**src/rtl/npc_pkg.sv**
```systemverilog
// Package: shared encodings and the flow selector type for the next-PC unit.
// Assumes 32-bit instruction words with the opcode in the top six bits.
package npc_pkg;
    localparam int INSTR_W = 32;
    localparam int OP_W    = 6;
    localparam int FN_W    = 6;
    localparam int IMM_W   = 16;
    localparam int INDEX_W = 26;

    localparam logic [OP_W-1:0] OP_SPECIAL = 6'd0;
    localparam logic [OP_W-1:0] OP_JUMP    = 6'd2;
    localparam logic [OP_W-1:0] OP_CALL    = 6'd3;
    localparam logic [OP_W-1:0] OP_BR_EQ   = 6'd4;
    localparam logic [OP_W-1:0] OP_BR_NE   = 6'd5;
    localparam logic [FN_W-1:0] FN_REGJUMP = 6'd8;

    typedef enum logic [1:0] {
        FLOW_SEQ    = 2'd0,
        FLOW_BRANCH = 2'd1,
        FLOW_ABS    = 2'd2,
        FLOW_REG    = 2'd3
    } flow_e;
endpackage

```
**src/rtl/npc_decode.sv**
```systemverilog
// Module: classifies an instruction into one of four address flows.
// Assumes the equality flag is valid in the same cycle as the instruction.
module npc_decode
    import npc_pkg::*;
(
    input  logic [OP_W-1:0] opcode,
    input  logic [FN_W-1:0] funct,
    input  logic            equal_flag,
    output flow_e           flow
);
    // Pick the flow from opcode, funct and the branch condition.
    always_comb begin
        flow = FLOW_SEQ;
        case (opcode)
            OP_JUMP, OP_CALL: flow = FLOW_ABS;
            OP_BR_EQ:         flow = equal_flag  ? FLOW_BRANCH : FLOW_SEQ;
            OP_BR_NE:         flow = !equal_flag ? FLOW_BRANCH : FLOW_SEQ;
            OP_SPECIAL:       flow = (funct == FN_REGJUMP) ? FLOW_REG : FLOW_SEQ;
            default:          flow = FLOW_SEQ;
        endcase
    end
endmodule

```
**src/rtl/npc_targets.sv**
```systemverilog
// Module: forms the fall-through, branch and region-jump candidate addresses.
// Assumes ADDR_W leaves room for the word index plus two zero bits.
module npc_targets
    import npc_pkg::*;
#(
    parameter int ADDR_W = 32
) (
    input  logic [ADDR_W-1:0]  pc,
    input  logic [INDEX_W-1:0] index_field,
    output logic [ADDR_W-1:0]  seq_addr,
    output logic [ADDR_W-1:0]  branch_addr,
    output logic [ADDR_W-1:0]  jump_addr
);
    localparam int REGION_W = ADDR_W - INDEX_W - 2;
    localparam int EXT_W    = ADDR_W - IMM_W - 2;

    logic [IMM_W-1:0]  imm;
    logic [ADDR_W-1:0] byte_offset;

    // Fall-through address and the sign-extended, word-scaled branch offset.
    always_comb begin
        imm         = index_field[IMM_W-1:0];
        seq_addr    = pc + ADDR_W'(4);
        byte_offset = {{EXT_W{imm[IMM_W-1]}}, imm, 2'b00};
        branch_addr = seq_addr + byte_offset;
    end

    // Region jump: keep the upper PC bits, splice in the word index.
    always_comb begin
        jump_addr = {pc[ADDR_W-1 -: REGION_W], index_field, 2'b00};
    end
endmodule

```
**src/rtl/npc_pc_reg.sv**
```systemverilog
// Module: program counter register with synchronous active-low reset and enable.
// Assumes reset takes priority over the enable.
module npc_pc_reg #(
    parameter int              ADDR_W     = 32,
    parameter logic [ADDR_W-1:0] RESET_ADDR = 32'h0040_0000
) (
    input  logic              clk,
    input  logic              rst_n,
    input  logic              en,
    input  logic [ADDR_W-1:0] d,
    output logic [ADDR_W-1:0] q
);
    // Load the reset address, or advance when enabled.
    always_ff @(posedge clk) begin
        if (!rst_n)  q <= RESET_ADDR;
        else if (en) q <= d;
    end
endmodule

```
**src/rtl/pc_sequencer.sv**
```systemverilog
// Module: next-instruction address unit. It holds the PC and selects the
// following address from sequential, branch, region-jump or register-jump flows.
// Assumes the comparator and the register read are settled within the cycle.
module pc_sequencer
    import npc_pkg::*;
#(
    parameter int                ADDR_W     = 32,
    parameter logic [ADDR_W-1:0] RESET_ADDR = 32'h0040_0000
) (
    input  logic                clk,
    input  logic                rst_n,
    input  logic                step_en,
    input  logic [INSTR_W-1:0]  instr_word,
    input  logic                operands_equal,
    input  logic [ADDR_W-1:0]   reg_target,
    output logic [ADDR_W-1:0]   pc_q,
    output logic [ADDR_W-1:0]   pc_next,
    output logic [ADDR_W-1:0]   link_addr
);
    flow_e             flow;
    logic [ADDR_W-1:0] seq_addr;
    logic [ADDR_W-1:0] branch_addr;
    logic [ADDR_W-1:0] jump_addr;

    npc_decode u_decode (
        .opcode     (instr_word[INSTR_W-1 -: OP_W]),
        .funct      (instr_word[FN_W-1:0]),
        .equal_flag (operands_equal),
        .flow       (flow)
    );

    npc_targets #(.ADDR_W(ADDR_W)) u_targets (
        .pc          (pc_q),
        .index_field (instr_word[INDEX_W-1:0]),
        .seq_addr    (seq_addr),
        .branch_addr (branch_addr),
        .jump_addr   (jump_addr)
    );

    // Select the following address according to the decoded flow.
    always_comb begin
        case (flow)
            FLOW_BRANCH: pc_next = branch_addr;
            FLOW_ABS:    pc_next = jump_addr;
            FLOW_REG:    pc_next = reg_target;
            default:     pc_next = seq_addr;
        endcase
    end

    // The return address is always the fall-through word.
    always_comb begin
        link_addr = seq_addr;
    end

    npc_pc_reg #(.ADDR_W(ADDR_W), .RESET_ADDR(RESET_ADDR)) u_pc (
        .clk   (clk),
        .rst_n (rst_n),
        .en    (step_en),
        .d     (pc_next),
        .q     (pc_q)
    );
endmodule

```
**config.mk**
```make
export PLATFORM = sky130hd
export DESIGN_NAME = pc_sequencer
export DESIGN_NICKNAME = d
export VERILOG_FILES = /design/src/rtl/npc_pkg.sv /design/src/rtl/npc_decode.sv /design/src/rtl/npc_targets.sv /design/src/rtl/npc_pc_reg.sv /design/src/rtl/pc_sequencer.sv
export SDC_FILE = /design/constraint.sdc
export NUM_CORES = 1
export LEC_CHECK = 0
export CAP_MARGIN = 10
export CORE_ASPECT_RATIO = 0.8
export CORE_MARGIN = 10
export CORE_UTILIZATION = 50
export DETAILED_ROUTE_END_ITERATION = 10
export DONT_BUFFER_PORTS = 1
export HOLD_SLACK_MARGIN = 0.06
export PLACE_DENSITY_LB_ADDON = 0.1
export REMOVE_ABC_BUFFERS = 1
export SYNTH_ARGS = -nofsm -noshare
export SYNTH_HDL_FRONTEND = slang
export SYNTH_SLANG_ARGS = --single-unit
export TNS_END_PERCENT = 50
```
**constraint.sdc**
```tcl
create_clock -name clk -period 7.7 [get_ports clk]
set_input_delay 0.77 -clock clk [delete_from_list [all_inputs] [get_ports clk]]
set_output_delay 0.77 -clock clk [all_outputs]
set_load 0.1 [all_outputs]
```
* Word level (Yosys, flattened, before mapping)
Cells that the tools add are included.
** Operators by class
- Add/subtract/negate cells :: 2
- Equal/unequal tests :: 8
- Muxes and demuxes :: 5
- Reduce and logical (&&, ||, !) cells :: 2
** Operators with widths (number)
- 32-bit one-hot mux with 3 select lines :: 1
- 32-bit by 3-bit adder with 32-bit output (second input constant) :: 1
- 32-bit adder :: 1
- 6-bit by 2-bit equality test with 1-bit output (second input constant) :: 2
- 6-bit by 3-bit equality test with 1-bit output (second input constant) :: 2
- 2-bit one-hot mux with 4 select lines :: 1
- 6-bit by 4-bit equality test with 1-bit output (second input constant) :: 1
- 6-bit zero test :: 1
- 2-bit equality test (second input constant) :: 2
- 2-bit by 1-bit equality test with 1-bit output (second input constant) :: 1
- 1-bit two-way mux :: 2
- 2-bit two-way mux :: 1
- 2-bit OR reduction :: 1
** Word-level totals
- Register bits after elaboration :: 32

* Depth between registers and ports, before layout
Gate-level depths: netlist of run 1.
- Word-level depth :: 5
- Mapped depth :: 16

* By module
A second synthesis of run 1 with hierarchy kept.
** Unflattened totals
- Cells, all modules :: 488
- Area total of the unflattened synthesis :: 4596.9 um2
** By module, submodules not included
- npc_targets :: instances 1, cells an instance 337, area each 2453.6 um2, seq. area each 0.0 um2
- npc_pc_reg :: instances 1, cells an instance 103, area each 1241.2 um2, seq. area each 640.6 um2
- pc_sequencer :: instances 1, cells an instance 39, area each 814.5 um2, seq. area each 0.0 um2
- npc_decode :: instances 1, cells an instance 9, area each 87.6 um2, seq. area each 0.0 um2

* Least setup slack after synthesis of run 1
Ideal clock, no wire load.
- Path kind :: register to output
- Start point :: register u_pc.q[4]
- End point :: output pc_next[26]
- Data arrival time :: 7.287 ns
- Required time :: 6.930 ns
- Path slack :: -0.357 ns
- Stages on the path, launching flop included :: 14
- Path buffers :: 0
- Path through :: dfxtp_1 -> and4_4 -> and4_1 -> nand4_1 -> xnor2_1 -> ha_1 -> a21o_1 -> a21oi_1 -> nor2_1 -> nor3_1 -> o21ai_2 -> a211oi_2 -> nor3_1 -> nor3_1
** On the way
- Longest elaborated chain between the ends :: 3
** RTL lines
- from (decl) :: line npc_pc_reg.sv:11 : output logic [ADDR_W-1:0] q
- from (signal assigned) :: line npc_pc_reg.sv:15 : if (!rst_n) q <= RESET_ADDR;
- from (signal assigned) :: line npc_pc_reg.sv:16 : else if (en) q <= d;
- 32-bit by 3-bit adder with 32-bit output :: line npc_targets.sv:23 : seq_addr = pc + ADDR_W'(4);
- via link_addr[13] :: line pc_sequencer.sv:18 : output logic [ADDR_W-1:0] link_addr
- 32-bit adder :: line npc_targets.sv:25 : branch_addr = seq_addr + byte_offset;
- 32-bit one-hot mux with 3 select lines :: line pc_sequencer.sv:42 : case (flow)
- to (decl) :: line pc_sequencer.sv:17 : output logic [ADDR_W-1:0] pc_next,
The timed path passes the listed nets, and every way through them passes these cells.

* Worst setup path after layout of run 1
- Start point :: register u_pc.q[13]
- End point :: output pc_next[30]
Same word-level chain as after synthesis.

==> results.ini, run 1 <==
[grt]
track_usage_pct=25.13
grt_max_degree=37
grt_overflow=0
grt_pass1_wl_um=25210
grt_pass1_vias=4583
grt_antenna_before_repair=0

[timing]
fmax_mhz=160.1
fin_worst_skew_ps=10.35
min_period_ps=6245
slew_headroom_pct=20.54
rsz0062_at_grt=no
holdWs_ps=564.2
final.setup.tns_ps=0
drv_slew=0
setup_violations=0
tightest_slew_ps=1193
finalHoldViolations=0
period_share_pct=81.10

[clock_tree]
cts.path.max_buffers=2
cts_hold_buf=0
cts_buffers=5
clkTransAtPathRegs_ps=80
cts-root-buf=clkbuf_8
cts-resized-gates=0
cts_tree=built
cts_setup_buffers=0
htreeDepth=2
clk_latency_ps=300
cts.sinks=32

[final_layout]
n_antenna_cell=0
largest_reg_flops=32
top_regs=u_pc.q: 32 flops
layout-drive-gt1-share_pct=24.26
syn_to_final_growth_pct=22.47
fin_nets=707
fill_cells=726
regMostFlops=u_pc.q

[synth]
yosysWarnings=0
yosysSeqAreaShare_pct=15.30
synth_ff_type=dfxtp_1
synth_seq_cells=32
postSynthCellCount=562
avgSynthCellArea_um2=7.452
yosysTopAreaCell=dfxtp_1
synth-edff-count=0
ys_top_cells_by_area=dfxtp_1 (15%), ha_1 (9.9%), xnor2_1 (7.5%), a21oi_1 (5.4%), nor2_1 (4.8%)
ys_types=71
async_flop_share_pct=0
synth_area_um2=4188
yosysTopAreaCellShare_pct=15.30

[worst_setup_path]
reg2reg_from=u_pc.q[3]$_SDFFE_PN0P_
endpoint_kind=primary output
rr_worst_depth=17
regToRegSetupSlack_ps=2440
worst-setup-path-type=reg -> out
startpoint_type=flop
cp.arrival_ps=5470
cp.required_ps=6930
critPathMaxFanout=7
rr_endpoint=u_pc.q[31]$_SDFFE_PN0P_

[route]
drt_first_pass_iters=5
drc=0
wl_per_cell_um=22.82
via_per_inst=6.557
drtIter0Drc=325
routed_wl_um=16300
via_count=4682
ant_nets=0

[pwr]
power_uw=766.2
ir_drop_v=0.0001197
power_leakage_nw=2.362
power.density_nw_per_um2=149.4

[worst_hold_path]
hold_path.class=in -> reg
holdCritStartpoint=step_en
hold_end=u_pc.q[18]$_SDFFE_PN0P_
holdPathStages=1

[placement]
post-dp-hpwl_um=12560
port_buffers=0
gpl.final_weighted_congestion=0.9439

[floorplanning]
core_um2=8055
ios=164
die_y_um=101.9
initial_core_util_pct=51.99
die-area_um2=12460
core.rowCount=29
die_width_um=122.3

[outcome]
status=finished, final reports clean

[flow_run]
maxCapViolations=0

-- placed cells by master, fill, tap and decap left out, drive strengths merged, types with 4 or more instances in the layout --
master  count
a21o       13
a21oi      46
a222oi     15
a22o        5
a31oi       7
and2        4
and3       11
and4        6
buf        65
clkbuf      8
dfxtp      32
ha         33
inv        14
mux2i      11
nand2      49
nand2b      6
nand3      21
nand4      19
nor2       54
nor2b      15
nor3       15
nor3b       4
o211a       5
o21ai      34
o21ba       4
o21bai      4
o31ai       5
or2         6
xnor2      37
xor2       15
-- power breakdown --
part           internal, mW  switching [mW]  leakage (nW)
sequential            0.174          0.0401         0.263
combinational         0.101           0.304          2.05
clock                0.0731          0.0742        0.0455
-- cell usage after synthesis (all sizes together) (5+ instances only) --
cell type,n
nor2,54
nand2,49
a21oi,46
xnor2,37
o21ai,34
ha,33
dfxtp,32
nand3,21
clkbuf,19
nand4,19
a222oi,15
nor2b,15
nor3,15
xor2,15
inv,14
a21o,13
and3,11
mux2i,11
buf,10
a31oi,7
and4,6
nand2b,6
or2,6
a22o,5
o211a,5
o31ai,5
-- kinds of logic (layout without fill, tap and decap cells) --
logic type,Yosys count,count (layout),synth area share (%)
AO/OA/AOI/OAI,169,169,28.32
XOR/XNOR,52,52,11.05
adder cells (fa/ha/maj),34,34,10.34
buffers and inverters,44,88,4.362
flip-flops,32,32,15.30
multiplexers,11,11,2.629
AND/OR/NAND/NOR,220,220,28.00
-- critical path, cell delays in order, from the launching register on --
cell	delay, ps
dfxtp_1	1110
nand4_1	480
nor3_4	510
and3_1	280
xor2_2	150
buf_4	320
ha_1	370
a21o_1	220
a21o_1	170
a21oi_1	220
o21ai_0	130
a31oi_1	310
nor3_1	90
a221o_1	270
nor2_1	220
nand2b_1	90
buf_4	230
-- layout make-up --
| class | instances | area, um^2 | share of cell area (%) |
|---|---|---|---|
| repair buffers | 65 | 548.0 | 10.69 |
| flip-flops and latches | 32 | 643.1 | 12.54 |
| multi-input cells | 486 | 3656 | 71.29 |
| inverters | 15 | 56.30 | 1.098 |
| clock buffers | 8 | 90.09 | 1.757 |
| well taps | 108 | 135.1 | 2.635 |
-- metal layers --
metal | vias to the layer above | track usage (%) | wire length, um
li1 | 2182 | - | -
met1 | 2202 | 31.76 | 6616
met2 | 281 | 38.68 | 7127
met3 | 17 | 10.69 | 2348
met4 | 0 | 6.420 | 201
met5 | - | 0 | 0
-- metrics by stage --
stage               util [%]  worst slack, ps  std cells  instance area [um^2]
finish                 63.67             1455        714                  5129
global route           63.67             1170        714                  5129
global placement       62.55             1913        706                  5039
CTS                    63.67             1517        714                  5129
floorplan                  -           -356.7        533                  4061
detailed placement     62.55             1869        706                  5039
-- how the worst max path moves through the flow --
stage,start,endpoint
global placement,u_pc.q[13]$_SDFFE_PN0P_,pc_next[30]
finish,u_pc.q[13]$_SDFFE_PN0P_,pc_next[30]
global route,u_pc.q[3]$_SDFFE_PN0P_,pc_next[27]
CTS,u_pc.q[13]$_SDFFE_PN0P_,pc_next[30]
floorplan,u_pc.q[4]$_SDFFE_PN0P_,pc_next[26]
detailed placement,u_pc.q[13]$_SDFFE_PN0P_,pc_next[30]
No activity file was read; power rests on OpenSTA's default activity.
==> inputs of run 2 (changes only) <==
- clock period: 7.7 -> 5.39 ns (I/O delays scaled with it)
==> run 2 against run 1 <==
- cell area is 5.8% higher
- critical path depth shrank 1
- highest routed layer unchanged
- final cell count is 3.4% higher
- combinational power grew 60%
- critical endpoint unchanged
- largest cell class unchanged
- sequential cell count stayed put
==> results.ini, run 2 (same netlist as run 1, synthesis figures left out) <==
[outcome]
status=finished, final reports clean

[route]
via_per_inst=6.438
ant_nets=0
drc=0
via_count=4751
drtIter0Drc=450
wl_per_cell_um=23.31
drt_first_pass_iters=8
routed_wl_um=17200

[grt]
grt_pass1_wl_um=26110
grt_pass1_vias=4777
grt_overflow=0
track_usage_pct=26.15
grt_antenna_before_repair=0
grt_max_degree=37

[final_layout]
largest_reg_flops=32
top_regs=u_pc.q: 32 flops
mostFrequentLayoutCell=buf_4
final_cell_mix=buf_4 (78), nor2_1 (50), nand2_1 (49)
regMostFlops=u_pc.q
n_antenna_cell=0
fin_nets=731
syn_to_final_growth_pct=29.58
post-route-util_pct=67.37
layout-drive-gt1-share_pct=27.30

[placement]
place_ws_ps=802.1
gpl.final_weighted_congestion=0.9409
post-dp-hpwl_um=13350
port_buffers=0

[clock_tree]
clk_latency_ps=300
clkTransAtPathRegs_ps=80
cts.sinks=32
cts_tree=built
cts_setup_buffers=0
cts_buffers=5
cts_hold_buf=0
cts.path.max_buffers=2
cts-root-buf=clkbuf_8
cts-resized-gates=0
htreeDepth=2

[timing]
finalHoldViolations=0
period_share_pct=92.33
fin_worst_skew_ps=9.124
slew_headroom_pct=23.98
rsz0062_at_grt=no
drv_slew=0
setup_violations=0
fin_ws_ps=413.6
holdWs_ps=343.2
fmax_mhz=200.9
min_period_ps=4976
tightest_slew_ps=1140

[worst_setup_path]
critPathMaxFanout=7
worst-setup-path-type=reg -> out
startpoint_type=flop
cp.required_ps=4850
endpoint_kind=primary output
cp.arrival_ps=4440

[worst_hold_path]
hold_path.class=in -> reg

[pwr]
ir_drop_v=0.0001586
power_mw=1.165
power_leakage_nw=2.525
power.density_nw_per_um2=214.7

[flow_run]
maxCapViolations=0

[floorplanning]
die-area_um2=12460
die_y_um=101.9
core_um2=8055
ios=164
initial_core_util_pct=51.99
core.rowCount=29
die_width_um=122.3

==> run 2: cell count changes in the layout (fill, tap and decap cells not counted) <==
| cell | change |
|---|---|
| buf_4 | +16 |
| buf_12 | +8 |
| bufinv_16 | +1 |
| clkbuf_1 | -1 |
| clkbuf_8 | -1 |
| clkinv_2 | +1 |
==> run 2: report_power, final <==
part           switching (mW)  total [mW]  internal [mW]  leakage (nW)
Clock                   0.108       0.246          0.138        0.0552
Combinational           0.476       0.646          0.170          2.21
Sequential             0.0254       0.274          0.248         0.263
==> run 2: final cells by class <==
class / count / area (um^2)
multi-input cells: 486 / 3656
fillers: 710 / 2629
repair buffers: 89 / 828.3
flip-flops and latches: 32 / 643.1
well taps: 108 / 135.1
clock buffers: 6 / 72.57
inverters: 15 / 56.30
clock inverters: 2 / 35.03
==> run 2: worst paths after layout <==
path / startpoint / to / slack [ps] / cells after the start
setup reg to reg: u_pc.q[11]$_SDFFE_PN0P_ / u_pc.q[31]$_SDFFE_PN0P_ / 1110 / 14
hold reg to reg: u_pc.q[24]$_SDFFE_PN0P_ / u_pc.q[24]$_SDFFE_PN0P_ / 500 / 2
setup / recovery: u_pc.q[11]$_SDFFE_PN0P_ / pc_next[30] / 410 / 15
hold / removal: rst_n / u_pc.q[22]$_SDFFE_PN1P_ / 340 / 1
==> run 2: per-stage QoR <==
stage / setup TNS, ps / cell area [um^2] / cells
finish: 0 / 5426 / 738
global route: 0 / 5426 / 738
detailed placement: 0 / 5319 / 730
CTS: 0 / 5426 / 738
global placement: 0 / 5319 / 730
floorplan: -67390 / 4061 / 533
==> run 2: metal layers <==
layer	up-vias	GRT usage, %	part of all wire [%]
li1	2226	-	-
met1	2206	33.43	41
met2	280	40.37	43
met3	39	9.091	13
met4	0	8.590	2.5
met5	-	0	0
==> run 2: worst max-delay path, cell delays in order, from the launching register on <==
cell and delay, ps:
dfxtp_1 500, nand4_1 370, nor3_4 480, and3_1 270, xor2_2 170, ha_1 320
a21o_1 220, a21o_1 170, a21oi_1 210, o21ai_0 120, a31oi_1 350, nor3_1 80
a221o_1 280, nor2_1 250, nand2b_1 160, buf_12 190
